### config.mk
export PLATFORM = sky130hd
export DESIGN_NAME = line_brownout_monitor
export DESIGN_NICKNAME = d
export VERILOG_FILES = /design/src/rtl/lbm_pkg.sv /design/src/rtl/lbm_sample_timer.sv /design/src/rtl/lbm_peak_hold.sv /design/src/rtl/lbm_thresh_map.sv /design/src/rtl/lbm_brown_fsm.sv /design/src/rtl/line_brownout_monitor.sv
export SDC_FILE = /design/constraint.sdc
export NUM_CORES = 1
export LEC_CHECK = 0
export BUFFER_PORTS_ARGS = -buffer_cell sky130_fd_sc_hd__buf_2
export CAP_MARGIN = 20
export CORE_MARGIN = 4
export CORE_UTILIZATION = 60
export DETAILED_ROUTE_END_ITERATION = 10
export PLACE_DENSITY = 0.84
export SLEW_MARGIN = 25
export SYNTH_ARGS = -nofsm -noshare
export SYNTH_HDL_FRONTEND = slang
export SYNTH_SLANG_ARGS = --single-unit
### constraint.sdc
create_clock -name clk -period 29 [get_ports clk]
set_input_delay 2.9 -clock clk [delete_from_list [all_inputs] [get_ports clk]]
set_output_delay 2.9 -clock clk [all_outputs]
set_load 0.03 [all_outputs]
### src/rtl/lbm_pkg.sv
package lbm_pkg;

    typedef enum logic {
        CADENCE_FAST = 1'b0,
        CADENCE_SLOW = 1'b1
    } cadence_e;

    function automatic int imax(input int a, input int b);
        return (a > b) ? a : b;
    endfunction

    function automatic int width_for(input int count);
        return (count > 1) ? $clog2(count) : 1;
    endfunction

endpackage

### src/rtl/lbm_sample_timer.sv
module lbm_sample_timer
    import lbm_pkg::*;
#(
    parameter int SAMP_NORM = 4,
    parameter int SAMP_GREEN = 12,
    parameter int NSAMP = 8
) (
    input  logic clk,
    input  logic rst_n,
    input  logic slow_i,
    output logic stb_o,
    output logic first_o,
    output logic last_o
);
    localparam int MAXI = imax(SAMP_NORM, SAMP_GREEN);
    localparam int CW = width_for(MAXI);
    localparam int IW = width_for(NSAMP);
    localparam logic [CW-1:0] LIM_FAST = CW'(SAMP_NORM - 1);
    localparam logic [CW-1:0] LIM_SLOW = CW'(SAMP_GREEN - 1);
    localparam logic [IW-1:0] IDX_END = IW'(NSAMP - 1);

    typedef struct packed {
        logic [CW-1:0] cnt;
        logic [IW-1:0] idx;
    } tmr_t;

    tmr_t tmr_d, tmr_q;
    cadence_e mode;
    logic [CW-1:0] limit;
    logic tick;

    always_comb begin
        mode = slow_i ? CADENCE_SLOW : CADENCE_FAST;
        case (mode)
            CADENCE_SLOW: limit = LIM_SLOW;
            default:      limit = LIM_FAST;
        endcase
        tick = (tmr_q.cnt >= limit);
        tmr_d = tmr_q;
        if (tick) begin
            tmr_d.cnt = '0;
            tmr_d.idx = (tmr_q.idx == IDX_END) ? '0 : tmr_q.idx + 1'b1;
        end else begin
            tmr_d.cnt = tmr_q.cnt + 1'b1;
        end
    end

    always_ff @(posedge clk) begin
        if (!rst_n) tmr_q <= '0;
        else        tmr_q <= tmr_d;
    end

    assign stb_o   = tick;
    assign first_o = (tmr_q.idx == '0);
    assign last_o  = (tmr_q.idx == IDX_END);

    a_r2_idx_in_group: assert property (@(posedge clk) disable iff (!rst_n)
        tmr_q.idx <= IDX_END);

    a_r2_idx_moves_on_tick: assert property (@(posedge clk) disable iff (!rst_n)
        !tick |=> $stable(tmr_q.idx));

    generate
        if (SAMP_NORM > 1 && SAMP_GREEN > 1) begin : g_gap
            a_r2_no_back_to_back: assert property (@(posedge clk) disable iff (!rst_n)
                tick |=> !tick);
        end
    endgenerate
endmodule

### src/rtl/lbm_peak_hold.sv
module lbm_peak_hold #(
    parameter int LINE_W = 9
) (
    input  logic              clk,
    input  logic              rst_n,
    input  logic              stb_i,
    input  logic              first_i,
    input  logic              last_i,
    input  logic [LINE_W-1:0] sample_i,
    output logic [LINE_W-1:0] peak_o
);
    typedef struct packed {
        logic [LINE_W-1:0] run;
        logic [LINE_W-1:0] peak;
    } hold_t;

    hold_t hold_d, hold_q;
    logic [LINE_W-1:0] cand;

    always_comb begin
        if (first_i) cand = sample_i;
        else         cand = (sample_i > hold_q.run) ? sample_i : hold_q.run;
        hold_d = hold_q;
        if (stb_i) begin
            hold_d.run = cand;
            if (last_i) hold_d.peak = cand;
        end
    end

    always_ff @(posedge clk) begin
        if (!rst_n) hold_q <= '0;
        else        hold_q <= hold_d;
    end

    assign peak_o = hold_q.peak;

    a_r3_running_max_grows: assert property (@(posedge clk) disable iff (!rst_n)
        (stb_i && !first_i) |=> hold_q.run >= $past(hold_q.run));

    a_r3_peak_only_at_group_end: assert property (@(posedge clk) disable iff (!rst_n)
        !(stb_i && last_i) |=> $stable(hold_q.peak));

    a_r3_peak_not_below_sample: assert property (@(posedge clk) disable iff (!rst_n)
        (stb_i && last_i) |=> hold_q.peak >= $past(sample_i));
endmodule

### src/rtl/lbm_thresh_map.sv
module lbm_thresh_map #(
    parameter int LINE_W = 9,
    parameter int TH_W = 10,
    parameter int LINE_LO = 122,
    parameter int LINE_HI = 366,
    parameter int CODE_AT_LO = 825,
    parameter int CODE_AT_HI = 725
) (
    input  logic [LINE_W-1:0] peak_i,
    output logic [TH_W-1:0]   code_o
);
    localparam int SPAN = LINE_HI - LINE_LO;
    localparam int DROP = CODE_AT_LO - CODE_AT_HI;

    logic [31:0] pk, diff, prod, quo;

    always_comb begin
        pk   = 32'(peak_i);
        diff = pk - 32'(LINE_LO);
        prod = diff * 32'(DROP);
        quo  = prod / 32'(SPAN);
        if (pk <= 32'(LINE_LO))      code_o = TH_W'(CODE_AT_LO);
        else if (pk >= 32'(LINE_HI)) code_o = TH_W'(CODE_AT_HI);
        else                         code_o = TH_W'(32'(CODE_AT_LO) - quo);
    end
endmodule

### src/rtl/lbm_brown_fsm.sv
module lbm_brown_fsm
    import lbm_pkg::*;
#(
    parameter int LINE_W = 9,
    parameter int ON_V = 114,
    parameter int OFF_V = 102,
    parameter int DEB_CYC = 5
) (
    input  logic              clk,
    input  logic              rst_n,
    input  logic [LINE_W-1:0] peak_i,
    output logic              ok_o
);
    localparam int DW = width_for(DEB_CYC);
    localparam logic [DW-1:0] DEB_END = DW'(DEB_CYC - 1);

    typedef struct packed {
        logic          ok;
        logic [DW-1:0] deb;
    } bo_t;

    bo_t bo_d, bo_q;
    logic high, low;

    always_comb begin
        high = (32'(peak_i) >= 32'(ON_V));
        low  = (32'(peak_i) <  32'(OFF_V));
        bo_d = bo_q;
        if (!bo_q.ok) begin
            bo_d.deb = '0;
            if (high) bo_d.ok = 1'b1;
        end else if (low) begin
            if (bo_q.deb == DEB_END) begin
                bo_d.ok  = 1'b0;
                bo_d.deb = '0;
            end else begin
                bo_d.deb = bo_q.deb + 1'b1;
            end
        end else begin
            bo_d.deb = '0;
        end
    end

    always_ff @(posedge clk) begin
        if (!rst_n) bo_q <= '0;
        else        bo_q <= bo_d;
    end

    assign ok_o = bo_q.ok;

    a_r4_rise_needs_brownin: assert property (@(posedge clk) disable iff (!rst_n)
        $rose(bo_q.ok) |-> 32'($past(peak_i)) >= 32'(ON_V));

    a_r6_fall_needs_brownout: assert property (@(posedge clk) disable iff (!rst_n)
        $fell(bo_q.ok) |-> 32'($past(peak_i)) < 32'(OFF_V));

    a_r5_hold_in_band: assert property (@(posedge clk) disable iff (!rst_n)
        (32'(peak_i) >= 32'(OFF_V) && 32'(peak_i) < 32'(ON_V)) |=> $stable(bo_q.ok));

    a_r6_debounce_bound: assert property (@(posedge clk) disable iff (!rst_n)
        bo_q.deb <= DEB_END);
endmodule

### src/rtl/line_brownout_monitor.sv
module line_brownout_monitor #(
    parameter int LINE_W = 9,
    parameter int TH_W = 10,
    parameter int SAMP_NORM = 4,
    parameter int SAMP_GREEN = 12,
    parameter int NSAMP = 8,
    parameter int DEB_CYC = 5,
    parameter int BROWN_IN = 114,
    parameter int BROWN_OUT = 102,
    parameter int LINE_LO = 122,
    parameter int LINE_HI = 366,
    parameter int ILIM_AT_LO = 825,
    parameter int ILIM_AT_HI = 725,
    parameter int OCP_AT_LO = 480,
    parameter int OCP_AT_HI = 420
) (
    input  logic              clk,
    input  logic              rst_n,
    input  logic [LINE_W-1:0] line_code,
    input  logic              green_mode,
    output logic              line_ok,
    output logic [TH_W-1:0]   ilim_code,
    output logic [TH_W-1:0]   ocp_code
);
    logic stb, grp_first, grp_last;
    logic [LINE_W-1:0] peak;

    lbm_sample_timer #(
        .SAMP_NORM(SAMP_NORM), .SAMP_GREEN(SAMP_GREEN), .NSAMP(NSAMP)
    ) u_timer (
        .clk(clk), .rst_n(rst_n), .slow_i(green_mode),
        .stb_o(stb), .first_o(grp_first), .last_o(grp_last)
    );

    lbm_peak_hold #(.LINE_W(LINE_W)) u_peak (
        .clk(clk), .rst_n(rst_n), .stb_i(stb), .first_i(grp_first),
        .last_i(grp_last), .sample_i(line_code), .peak_o(peak)
    );

    lbm_brown_fsm #(
        .LINE_W(LINE_W), .ON_V(BROWN_IN), .OFF_V(BROWN_OUT), .DEB_CYC(DEB_CYC)
    ) u_brown (
        .clk(clk), .rst_n(rst_n), .peak_i(peak), .ok_o(line_ok)
    );

    lbm_thresh_map #(
        .LINE_W(LINE_W), .TH_W(TH_W), .LINE_LO(LINE_LO), .LINE_HI(LINE_HI),
        .CODE_AT_LO(ILIM_AT_LO), .CODE_AT_HI(ILIM_AT_HI)
    ) u_ilim (
        .peak_i(peak), .code_o(ilim_code)
    );

    lbm_thresh_map #(
        .LINE_W(LINE_W), .TH_W(TH_W), .LINE_LO(LINE_LO), .LINE_HI(LINE_HI),
        .CODE_AT_LO(OCP_AT_LO), .CODE_AT_HI(OCP_AT_HI)
    ) u_ocp (
        .peak_i(peak), .code_o(ocp_code)
    );

    a_r9_ilim_in_range: assert property (@(posedge clk) disable iff (!rst_n)
        32'(ilim_code) <= 32'(ILIM_AT_LO) && 32'(ilim_code) >= 32'(ILIM_AT_HI));

    a_r9_ocp_in_range: assert property (@(posedge clk) disable iff (!rst_n)
        32'(ocp_code) <= 32'(OCP_AT_LO) && 32'(ocp_code) >= 32'(OCP_AT_HI));

    a_r7_ilim_falls_with_line: assert property (@(posedge clk) disable iff (!rst_n)
        (peak > $past(peak)) |-> ilim_code <= $past(ilim_code));

    a_r8_ocp_falls_with_line: assert property (@(posedge clk) disable iff (!rst_n)
        (peak > $past(peak)) |-> ocp_code <= $past(ocp_code));

    a_r7_codes_track_peak: assert property (@(posedge clk) disable iff (!rst_n)
        $stable(peak) |-> ($stable(ilim_code) && $stable(ocp_code)));
endmodule

After elaboration in Yosys (flattened, before gate mapping)
Index checks and enable logic that the tools add are counted.
- reductions and logical operators: 4
- equality and inequality tests: 2
- shifts and indexed selects: 0
- bitwise logic cells: 3
- add/sub/neg operators: 6
- div/mod/pow operators: 2
- $lt $le $gt $ge: 6
- multiply operators: 2
- muxes and demuxes: 15
- operators by type and width (cell ; number):
    divider 32 x 8 -> 32 bit (second input constant) ; 2
    two-way mux 10 bit ; 4
    multiplier 32 x 4 -> 30 bit (second input constant) ; 1
    multiplier 32 x 5 -> 30 bit (second input constant) ; 1
    two-way mux 9 bit ; 2
    subtractor 10 bit (first input constant) ; 1
    subtractor 9 x 10 -> 10 bit (first input constant) ; 1
    subtractor 9 x 7 -> 10 bit (second input constant) ; 1
    >= comparator 9 x 7 -> 1 bit (second input constant) ; 1
    >= comparator 9 bit (second input constant) ; 1
    greater-than comparator 9 bit ; 1
    <= comparator 9 x 7 -> 1 bit (second input constant) ; 1
    less-than comparator 9 x 7 -> 1 bit (second input constant) ; 1
    two-way mux 3 bit ; 3
    two-way mux 4 bit ; 2
    adder 3 x 1 -> 3 bit (second input constant) ; 2
    == test 3 bit (second input constant) ; 2
    adder 4 x 1 -> 4 bit (second input constant) ; 1
    >= comparator 4 bit ; 1
    two-way mux 1 bit ; 4
    OR reduction 4 bit ; 1
    logical NOT 3 bit ; 1
    inverter 1 bit ; 3
    AND reduction 2 bit ; 1
    OR reduction 2 bit ; 1
- bits of input ports: 12
- word-level logic and storage cells: 46
- output and inout bits: 21
- flip-flop bits (word level): 29
- memories: 0
- RAM bits: 0
- latch bits: 0
- memory bits (read-only): 0

Depth between registers and ports, before layout
- depth after elaboration: 6
- gate-level depth with buffers: 49
- mapped depth without buffers: 44

Modules after synthesis
Synthesis repeated with hierarchy kept, for this count alone.
- cell total of the unflattened synthesis: 1686
- area, all modules: 12353.1 µm²
- modules (own cells, without submodules) (module ; times used ; area each (µm²) ; seq. area each (µm²) ; cells an instance):
    lbm_thresh_map at u_ocp ; 1 ; 6079.6 ; 0.0 ; 876
    lbm_thresh_map at u_ilim ; 1 ; 4621.9 ; 0.0 ; 632
    lbm_peak_hold ; 1 ; 1081.0 ; 360.3 ; 114
    lbm_sample_timer ; 1 ; 357.8 ; 140.1 ; 40
    lbm_brown_fsm ; 1 ; 212.7 ; 80.1 ; 24

Worst setup path after synthesis
Ideal clock, no wire load.
- kind: register to output
- from: register u_peak.hold_q (netlist bit u_peak.peak_o[1])
- to: output ilim_code[5]
- setup slack: 13.872 ns
- data arrival time: 12.228 ns
- path buffers: 3
- required time: 26.100 ns
- cell stages (with the launch flop): 46
- path through: dfxtp_1 -> clkbuf_1 -> inv_1 -> ha_1 -> nand3b_1 -> xnor2_1 -> ha_1 -> ha_1 -> inv_1 -> fa_1 -> inv_1 -> ha_1 -> buf_2 -> a21oi_1 -> o21ai_4 -> xor2_1 -> or3_1 -> a21oi_1 -> [... 10 more ...] -> a211o_1 -> a21bo_2 -> a221oi_2 -> nor3_1 -> o31a_2 -> a31oi_4 -> mux2_4 -> o31a_1 -> xnor2_1 -> nand3_1 -> o31ai_1 -> nor2_1 -> o31ai_2 -> inv_2 -> ha_1 -> or3_1 -> xnor2_1 -> o21ai_0
- word-level cells in the longest chain between the ends: 6
- elaborated cells on any way between the ends: 8
- classes of those cells: add/sub (2); mul (1); div (1); order compare (2); mux (2)
- ends and longest elaborated chain (element ; line ; RTL):
    start, declared ; lbm_peak_hold.sv:17 ; hold_t hold_d, hold_q;
    start signal, assigned ; lbm_peak_hold.sv:32 ; else hold_q <= hold_d;
    subtractor 9 x 7 -> 10 bit ; lbm_thresh_map.sv:19 ; diff = pk - 32'(LINE_LO);
    multiplier 32 x 5 -> 30 bit ; lbm_thresh_map.sv:20 ; prod = diff * 32'(DROP);
    divider 32 x 8 -> 32 bit ; lbm_thresh_map.sv:21 ; quo = prod / 32'(SPAN);
    subtractor 10 bit ; lbm_thresh_map.sv:24 ; else code_o = TH_W'(32'(CODE_AT_LO) - quo);
    two-way mux 10 bit ; lbm_thresh_map.sv:23 ; else if (pk >= 32'(LINE_HI)) code_o = TH_W'(CODE_AT_HI);
    two-way mux 10 bit (*) ; lbm_thresh_map.sv:22 ; if (pk <= 32'(LINE_LO)) code_o = TH_W'(CODE_AT_LO);
    end, declared ; line_brownout_monitor.sv:22 ; output logic [TH_W-1:0] ilim_code,
Every way passes the cells marked *; elsewhere a longest branch is shown, timed or not.

Worst setup path in the final report
Same ends and word-level chain as after synthesis.

==> run_results.csv <==
group,metric,value,unit
critical_path,cp.arrival,14.00,ns
floorplanning,fp-row-count,44,
floorplanning,dieArea,0.01704,sq mm
critical_path,r2r-end,"u_peak.hold_q[17]",
sta,fmax,0.05919,GHz
layout,finalNetCount,1322,
cts,ctsResizeCount,0,
sta,rsz0062_at_grt,"no",
grt,grt_overflow_total,0,
floorplanning,dieHeight,130.6,um
layout,fin_area,0.009399,sq mm
sta,min_period,16.90,ns
sta,setup_tns,0,ns
routing,viasPerCell,6.852,
routing,ant_nets,0,
critical_path,cp-end-kind,"primary output",
synth,synth_area,0.009011,sq mm
sta,setup_viol,0,
power_and_ir_drop,vdd_drop_max,0.02416,mV
grt,grt_max_degree,26,
layout,seq_area,580.6,sq um
floorplanning,coreArea,0.01464,sq mm
grt,grt_usage,28.28,%
routing,wl,24670,um
cts,clk_pin_slew_worst_paths,0.05,ns
routing,drtIter0Drc,763,
power_and_ir_drop,p_leak,0.003879,uW
critical_path,cpPeakStageDelay,0.65,ns
run_status,status,"complete, no violations",
cts,cts_sinks,29,
synth,yosys-top-cells-area,"ha_1 (8.9%), dfxtp_1 (6.4%), xnor2_1 (6.2%), fa_1 (4.7%), nor2_1 (4.7%)",
placement,io_buffers,32,
critical_path,r2r_cells,17,
layout,drive_gt1_share,10.20,%
sta,hold_violations,0,
critical_path,critPathRequiredTime,26.10,ns
cts,clk_path_buf_depth,2,
routing,first_pass_iters,5,
synth,ys_seq_area_share,6.443,%
sta,period_share,58.26,%
critical_path,cp_num_buf_inv,5,
synth,synthesis.nets,1320,
placement,dp.final_hpwl,19330,um
grt,grt_pass1_vias,8988,
layout,fill_cells,1282,
synth,ys_ff_latch,29,
power_and_ir_drop,power.density,11.29,mW/mm^2
synth,synth_cells,1223,
synth,synthTopCellsByCount,"nor2_1 (112), nand2_1 (95), o21ai_0 (68), a21oi_1 (67)",
cts,clockRootBuffer,"clkbuf_16",
min_path,min_to,"u_brown.bo_q[0]",
sta,finalMaxSlewViolations,0,
layout,antenna_cells,0,
routing,drc,0,
layout,multi_input_area,0.008026,sq mm
synth,ys_types,118,
cts,cts_setup_buffers,0,
routing,wire_per_inst,17.50,um
critical_path,r2r_slack,25.44,ns
min_path,min_delay_path_depth,1,
synth,synth-async-reset-ratio,0,%
synth,synth_top_area_share,8.886,%
placement,place.gp.congestion,0.9309,
min_path,min_from,"u_brown.bo_q[0]",
cts,clk_latency,0.28,ns
critical_path,critPathTopFamily,"compound AO/OA/AOI/OAI gates",
critical_path,cp_max_fo,13,
synth,syn_avg_cell_area,7.368,sq um
sta,worst_pin_slew,1.003,ns
sta,clock_skew,0.003325,ns
sta,max_slew_margin,32.68,%
floorplanning,ios,33,
critical_path,crit_type,"reg -> out",
grt,antenna_found_initial,0,
cts,cts_tree,"yes",
synth,synth_ff_type,"dfxtp_1",
cts,h-tree-depth,2,
min_path,hp-class,"reg -> reg",
synth,synth_edf_count,0,
floorplanning,start_util,61.53,%
synth,synth_warnings,0,
layout,syn2layout_area_growth,4.304,%
grt,grt_pass1_wl,41560,um
placement,post_dp_cell_area,0.009239,sq mm
critical_path,timing.rr.start,"u_peak.hold_q[10]",
routing,vias,9661,
synth,synth.most_common_cell,"nor2_1",
floorplanning,die_x,130.6,um
flow_run,maxCapViolCount,0,
critical_path,start_kind,"register",
cts,numCtsBuffers,5,
synth,yosys.area.top_type,"ha_1",
cts,cts_hold_buf,0,
critical_path,cp_slowest_cell,"xnor2_1",
-- where the power goes --
group          leakage (uW)  internal, uW  switching [uW]
Sequential         0.000234          41.2            1.04
Clock             0.0000799          36.2            17.7
Combinational       0.00356          4.65            5.28
-- sequential cells by signal, indices dropped and copies added, names as in the netlist --
signal / flops
u_peak.hold_q: 9
u_peak.peak_o: 9
u_timer.tmr_q: 7
u_brown.bo_q: 3
u_brown.ok_o: 1
-- layer usage --
metal	track usage [%]	part of all wire, %	up-vias
met4	9.982	3.3	0
met5	0	0	-
met1	37.05	44	4562
li1	-	-	4664
met2	48.51	48	358
met3	2.683	5.0	77
-- cell type report --
type,count,area share (%)
Clock buffer,7,1.624
Clock inverter,1,0.05325
Inverter,63,2.516
Multi-Input combinational cell,1093,85.40
Sequential cell,29,6.177
Tap cell,184,2.449
Timing Repair Buffer,33,1.784
-- cell families (layout without fill, tap and decap cells) --
kind of cell | after synthesis | in the layout | synth area share, %
simple gates | 441 | 441 | 25.05
compound gates | 426 | 426 | 35.46
buf+inv | 101 | 104 | 4.554
fa+ha+maj | 93 | 93 | 14.44
xor+xnor | 91 | 91 | 9.261
mux | 42 | 42 | 4.790
flops | 29 | 29 | 6.443
-- worst max-delay path by stage --
stage / slack (ns) / to / cells past startpoint / start
floorplan: 13.87 / ilim_code[5] / 45 / u_peak.peak_o[1]
global placement: 13.09 / ilim_code[5] / 43 / u_peak.peak_o[1]
detailed placement: 12.65 / ilim_code[5] / 43 / u_peak.peak_o[1]
CTS: 12.34 / ilim_code[5] / 43 / u_peak.peak_o[1]
global route: 11.09 / ilim_code[9] / 44 / u_peak.peak_o[1]
finish: 12.10 / ilim_code[5] / 43 / u_peak.peak_o[1]
-- placed cells by master (no fill, tap or decap), drive strengths merged, types with 9 or more instances in the layout --
| master | n |
|---|---|
| dfxtp | 29 |
| xnor2 | 67 |
| a31o | 9 |
| o31ai | 19 |
| o211ai | 27 |
| buf | 33 |
| xor2 | 24 |
| a21oi | 73 |
| ha | 64 |
| or2 | 21 |
| o211a | 14 |
| nand2 | 96 |
| nor3 | 40 |
| nor4 | 13 |
| a211oi | 31 |
| inv | 63 |
| mux2i | 36 |
| nor2b | 16 |
| o21ai | 76 |
| a21boi | 9 |
| nand3 | 39 |
| o22ai | 10 |
| and3 | 13 |
| and2 | 21 |
| or3 | 23 |
| nor2 | 115 |
| nand4 | 14 |
| o21a | 19 |
| fa | 21 |
| a21o | 16 |
| a31oi | 22 |
-- stage by stage --
stage	std cells	util [%]	worst slack [ns]	power [uW]	hold WS [ns]
floorplan	1223	-	13.87	49.78	0.4173
global placement	1402	63.06	13.09	52.18	0.4318
detailed placement	1402	63.09	12.65	52.82	0.4475
CTS	1410	64.17	12.34	106.1	0.4555
global route	1410	64.18	11.09	109.0	0.4658
finish	1410	64.18	12.10	106.1	0.4514
(Power assumes the default switching activity.)
